$ cat config.mk
export PLATFORM = sky130hd
export DESIGN_NAME = spi_regfile_slave
export DESIGN_NICKNAME = d
export VERILOG_FILES = /design/src/rtl/spi_regfile_slave.sv
export SDC_FILE = /design/constraint.sdc
export NUM_CORES = 1
export LEC_CHECK = 0
export ABC_CLOCK_PERIOD_IN_PS = 7900
export BUFFER_PORTS_ARGS = -buffer_cell sky130_fd_sc_hd__buf_2
export CAP_MARGIN = 30
export CORE_ASPECT_RATIO = 1.1
export CORE_MARGIN = 1
export CORE_UTILIZATION = 50
export CTS_BUF_LIST = sky130_fd_sc_hd__clkbuf_4 sky130_fd_sc_hd__clkbuf_8
export CTS_CLUSTER_DIAMETER = 150
export DETAILED_ROUTE_END_ITERATION = 7
export GPL_ROUTABILITY_DRIVEN = 0
export PLACE_DENSITY = 0.71
export SYNTH_ARGS = -nofsm -noshare
export SYNTH_HDL_FRONTEND = slang
export SYNTH_SLANG_ARGS = --single-unit
$ cat constraint.sdc
create_clock -name clk -period 7.9 [get_ports clk]
set_clock_uncertainty 0.15 [all_clocks]
set_input_delay 0.79 -clock clk [delete_from_list [all_inputs] [get_ports clk]]
set_output_delay 0.79 -clock clk [all_outputs]
set_load 0.03 [all_outputs]
$ cat src/rtl/spi_regfile_slave.sv
module spi_regfile_slave #(
  parameter logic [6:0] ADDR_RATE = 7'h06,
  parameter logic [6:0] ADDR_EXT  = 7'h04,
  parameter logic [6:0] ADDR_TEMP = 7'h02,
  parameter logic [6:0] RW_BASE   = 7'h10,
  parameter int         RW_COUNT  = 4,
  localparam int        CFG_W     = 8 * RW_COUNT
) (
  input  logic             clk,
  input  logic             rst_n,
  input  logic             sclk,
  input  logic             cs_n,
  input  logic             mosi,
  output logic             miso,
  output logic             miso_oe,
  input  logic             smp_strobe,
  input  logic [15:0]      smp_rate,
  input  logic [15:0]      smp_ext,
  input  logic [15:0]      smp_temp,
  output logic             data_rdy,
  output logic [CFG_W-1:0] cfg_out
);

  logic [2:0]       sck_p, cs_p;
  logic [1:0]       mosi_p;
  logic [15:0]      rx_sr, tx_sr;
  logic [4:0]       nbits;
  logic             rd_pend, drive;
  logic [6:0]       rd_addr;
  logic [15:0]      rate_q, ext_q, temp_q, rd_word;
  logic [CFG_W-1:0] cfg_q;

  wire cs_idle  = cs_p[1];
  wire cs_start = ~cs_p[1] & cs_p[2];
  wire cs_end   = cs_p[1] & ~cs_p[2];
  wire sck_rise = sck_p[1] & ~sck_p[2];
  wire sck_fall = ~sck_p[1] & sck_p[2];
  wire full     = (nbits == 5'd16);

  assign miso     = tx_sr[15];
  assign miso_oe  = drive & ~cs_idle;
  assign cfg_out  = cfg_q;

  always_comb begin
    rd_word = 16'h0000;
    if (rd_addr == ADDR_RATE)      rd_word = rate_q;
    else if (rd_addr == ADDR_EXT)  rd_word = ext_q;
    else if (rd_addr == ADDR_TEMP) rd_word = temp_q;
    for (int k = 0; k < RW_COUNT; k++)
      if (rd_addr == 7'(int'(RW_BASE) + k)) rd_word = {8'h00, cfg_q[8*k +: 8]};
  end

  always_ff @(posedge clk or negedge rst_n) begin
    if (!rst_n) begin
      sck_p  <= '1;
      cs_p   <= '1;
      mosi_p <= '0;
    end else begin
      sck_p  <= {sck_p[1:0], sclk};
      cs_p   <= {cs_p[1:0], cs_n};
      mosi_p <= {mosi_p[0], mosi};
    end
  end

  always_ff @(posedge clk or negedge rst_n) begin
    if (!rst_n) begin
      rx_sr   <= '0;
      tx_sr   <= '0;
      nbits   <= '0;
      drive   <= 1'b0;
      rd_pend <= 1'b0;
      rd_addr <= '0;
      cfg_q   <= '0;
    end else begin
      if (cs_idle) begin
        nbits <= '0;
        drive <= 1'b0;
      end else if (cs_start) begin
        tx_sr <= rd_word;
        drive <= rd_pend;
        nbits <= '0;
      end else begin
        if (sck_rise) begin
          rx_sr <= {rx_sr[14:0], mosi_p[1]};
          nbits <= (nbits == 5'd17) ? nbits : nbits + 5'd1;
        end
        if (sck_fall && nbits != 5'd0)
          tx_sr <= {tx_sr[14:0], 1'b0};
      end
      if (cs_end) begin
        rd_pend <= full & ~rx_sr[15];
        rd_addr <= rx_sr[14:8];
        if (full && rx_sr[15])
          for (int k = 0; k < RW_COUNT; k++)
            if (rx_sr[14:8] == 7'(int'(RW_BASE) + k)) cfg_q[8*k +: 8] <= rx_sr[7:0];
      end
    end
  end

  always_ff @(posedge clk or negedge rst_n) begin
    if (!rst_n) begin
      rate_q   <= '0;
      ext_q    <= '0;
      temp_q   <= '0;
      data_rdy <= 1'b0;
    end else begin
      data_rdy <= smp_strobe;
      if (smp_strobe) begin
        rate_q <= smp_rate;
        ext_q  <= smp_ext;
        temp_q <= smp_temp;
      end
    end
  end

endmodule

Word-level counts from Yosys, hierarchy flattened
Index checks and enable logic that the tools add are counted.
- register bits: 135
- latch bits: 0
- bits in writable memories: 0
- ROM bits: 0
- bits of input ports: 54
- output and inout bits: 35
- word-level logic and storage cells: 72
- memories kept: 0
- $add $sub $neg: 1
- multiply operators: 0
- div/mod/pow operators: 0
- $lt $le $gt $ge: 0
- equal/unequal tests: 14
- shifts and indexed selects: 0
- multiplexer cells: 15
- bitwise operators: 12
- reduce and logical (&&, ||, !) cells: 13
- operator list (cell ; number):
    16-bit 2-to-1 mux ; 9
    7-bit by 5-bit equality test with 1-bit output, second input constant ; 8
    5-bit 2-to-1 mux ; 4
    3-bit AND reduction ; 5
    7-bit by 3-bit equality test with 1-bit output, second input constant ; 2
    5-bit equality test, second input constant ; 2
    7-bit by 2-bit equality test with 1-bit output, second input constant ; 1
    1-bit AND ; 6
    1-bit NOT ; 6
    5-bit by 1-bit adder with 5-bit output, second input constant ; 1
    5-bit nonzero test ; 1
    2-bit AND reduction ; 2
    2-bit nonzero test ; 2
    3-bit != test, second input constant ; 1
    3-bit nonzero test ; 1
    1-bit logical AND ; 2
    1-bit 2-to-1 mux ; 2

Longest topological paths before layout
- word-level depth: 9
- gate-level depth with buffers: 8
- depth with buffers taken out: 7

Worst setup path before layout
OpenSTA, ideal clock, no wires.
- path type: reg2reg
- start point: reg cs_p[1]
- end point: reg cfg_q[0], in the netlist cfg_out[0]
- setup time: 0.125 ns
- arrival time: 2.304 ns
- data required time: 7.625 ns
- path slack: 5.321 ns
- stages on the path, launching flop included: 8
- buffers on the path: 2
- clock period less this slack: 2.579 ns
- cells stage by stage: dfstp_2 and2b_1 buf_6 nand4_1 or4b_1 buf_2 nor3_2 mux2_2
- cells in the longest elaborated chain, start to end: 2
- ends and longest elaborated chain (what ; RTL line ; RTL):
    start, declared ; 24 ; logic [2:0] sck_p, cs_p;
    start signal, assigned ; 60 ; cs_p <= {cs_p[1:0], cs_n};
    1-bit AND ; 35 ; wire cs_end = cs_p[1] & ~cs_p[2];
    3-bit AND reduction (no line) ; - ;
    end, declared ; 31 ; logic [CFG_W-1:0] cfg_q;
Every way passes these cells.
A chain may end at the register's enable or synchronous reset.

Final worst setup path
- start point: reg cs_p[1]
- end point: reg cfg_q[2], in the netlist cfg_out[2]
Same word-level chain as after synthesis.

==> results by group <==
Timing
  – Endpoints failing setup: 0
  – Final hold violations: 0
  – Post-layout min period: 3040 ps
  – RSZ-0062 raised after global routing: false
  – Final Max Tran Viols: 0
  – Setup TNS: 0 ps
  – Max Clk Rate: 329 MHz
  – Period utilization: 0.384
  – Worst setup margin: 4860 ps
  – Rel. slew slack: 0.322
  – Tightest Pin Transition: 1010 ps

Logic synthesis
  – Top cells by area, synth: dfrtp_1 55%, mux2_2 21%, mux2i_1 3.2%
  – Yosys top cell by area: dfrtp_1
  – Most used DFF post-synth: dfrtp_1
  – Post-synth EDFFs: 0
  – Warnings, synthesis: 0
  – Sequential share of the synthesized area: 0.576
  – Synth Area per Inst: 12.7 µm²
  – Ys async rst share: 1.00
  – Mapped Cells: 461
  – Synth cell types: 42
  – Mapped Area: 5880 µm²
  – Syn Nets: 518
  – Most common cell in the synthesized netlist: dfrtp_1
  – Synth top cells by count: 129 x dfrtp_1, 108 x mux2_2, 34 x nor2_1, 28 x o21ai_0, 25 x nand2_1
  – Register bit total from synthesis: 135
  – Synth top area share: 0.549

Floorplanning
  – Die X-Extent: 105 µm
  – Io pins: 89
  – Cell Rows: 41
  – Die Ht: 116 µm
  – Full die area: 12200 µm²
  – Initial Util: 0.514
  – Core area: 11400 µm²

Drt
  – Antenna viol nets, final: 0
  – Via density: 5.50
  – WL/cell: 16.9 µm
  – DRC: 0
  – Vias: 3913
  – DRT Wirelength: 12100 µm
  – Initial DRC count: 233
  – DR pass1 iterations: 4

GRT
  – GRT Overall Usage: 0.215
  – Largest net degree at the start of global routing: 72
  – Remaining Overflow, GRT: 0
  – Initial antenna violation count: 0
  – Vias in the first global route: 3923
  – First-pass GRT wire length: 19800 µm

Setup path
  – Worst reg2reg endpoint: cfg_out[2]
  – CP startpoint: cs_p[1]
  – Worst R2R Path Depth: 5
  – Crit. End Element: flip-flop
  – CP Buf/Inv Count: 0
  – Critical path class: reg2reg
  – CP startpoint kind: flip-flop
  – Crit path largest cell delay: 640 ps
  – Worst-path fanout max: 10
  – Reg2reg start: cs_p[1]
  – Cell family with most CP delay: simple AND/OR/NAND/NOR gates
  – Crit path to: cfg_out[2]
  – Register-to-register path setup slack: 4860 ps
  – CP cell instances: and2b_1 > nand4_1 > or4b_1 > nor3_2 > mux2_2
  – CP max-delay cell: or4b_1
  – Critical Path RT: 8070 ps
  – Crit path depth: 5
  – Crit path DAT: 3210 ps

Clock tree
  – CTS Sinks: 135
  – Clock buffer depth: 2
  – Root buffer cell: clkbuf_8
  – Cts repair resizes: 0
  – Post-CTS Setup Inserts: 0
  – Clk Latency, worst-skew pair: 440 ps
  – Cts bufs inserted: 17
  – H-tree depth: 4
  – Reg clk slew, reported paths: 70 ps
  – TritonCTS clock tree: done
  – Post-CTS Hold Buffers: 0

Outcome
  – Status: completed

Placed design
  – Pre-CTS WS: 4870 ps
  – Estimated wirelength of the detail-placed design: 8380 µm
  – Port Buf Inserts: 88
  – DP Area: 6450 µm²

Min path
  – Worst hold path class: reg2reg
  – Hold_sp: mosi_p[0]

Finish
  – Nets: 606
  – Post-route cell area: 6980 µm²
  – Antenna Cells: 0
  – Share of layout cells above drive strength 1: 0.440
  – Area Growth Syn to Fin: 18.8%

Power
  – Pwr/cell area: 232 nW/µm²
  – Peak VDD IR: 130 µV
  – Static Leak: 3.25 nW

Run
  – Max-Cap Viols: 0
-- worst min-delay path by stage --
stage,end,slack [ps],depth (start not counted)
final,mosi_p[1],200,0
after floorplan,mosi_p[1],180,0
after CTS,mosi_p[1],210,0
after global routing,sck_p[1],210,0
after detailed placement,mosi_p[1],190,0
after global placement,mosi_p[1],180,0
-- worst reg2reg max path, stage by stage, from the launching register on --
cell     delay, ps
dfstp_2        590
and2b_1        350
nand4_1        210
or4b_1         640
nor3_2         570
mux2_2         410
-- cells by family after synthesis --
group                      Yosys count  synth area share
muxes                              129             0.247
adders and majority gates            3           0.00639
xor gates and xnor gates             4           0.00596
and+or+nand+nor                     94            0.0779
DFF                                135             0.576
buffers and inverters               30            0.0219
AOI/OAI and AO/OA                   66            0.0647
-- through the flow --
step                 util  cells  total power [mW]  hold WS (ps)
global route        0.610    712              1.69           214
CTS                 0.610    712              1.64           207
global placement    0.562    679             0.887           182
floorplan               -    461             0.841           181
detailed placement  0.564    680             0.894           190
finish              0.610    712              1.62           203
-- routing by layer --
| metal | global-route usage | wire (µm) | vias to the layer above |
|---|---|---|---|
| met5 | 0 | 0 | - |
| met4 | 0.104 | 322 | 0 |
| met3 | 0.0540 | 537 | 25 |
| met2 | 0.348 | 5760 | 107 |
| met1 | 0.274 | 5440 | 1954 |
| li1 | - | - | 1827 |
-- power by group --
group          switching [mW]  leakage, nW  total [mW]  internal [mW]
sequential             0.0354         1.71       0.774          0.739
combinational          0.0489         1.28       0.105         0.0560
clock                   0.257        0.258       0.744          0.487
-- placed cells by master (no fill, tap or decap), drive strengths merged, types with 17 or more instances in the layout --
cell type	synthesis	routed
dfrtp	129	129
mux2	108	108
buf	8	92
nor2	34	34
o21ai	28	28
nand2	25	25
mux2i	19	19
clkbuf	15	19
a21oi	17	17
-- registers in the layout, indices dropped and copies added, names as in the netlist, 2 cells and up --
signal / cells
cs_p: 3
cfg_out: 32
rd_addr: 7
temp_q: 16
ext_q: 16
rx_sr: 16
rate_q: 16
tx_sr: 16
nbits: 5
sck_p: 3
mosi_p: 2
-- area by class of cell --
| class | instances | area, µm² |
|---|---|---|
| fill | 908 | 4460 |
| sequential | 135 | 3390 |
| multi-input combinational | 296 | 2360 |
| timing repair buffer | 92 | 485 |
| clock inverter | 13 | 273 |
| clock buffer | 19 | 262 |
| tap | 150 | 188 |
| inverter | 7 | 26.3 |
Note: power is estimated with default switching activity, not from simulation.
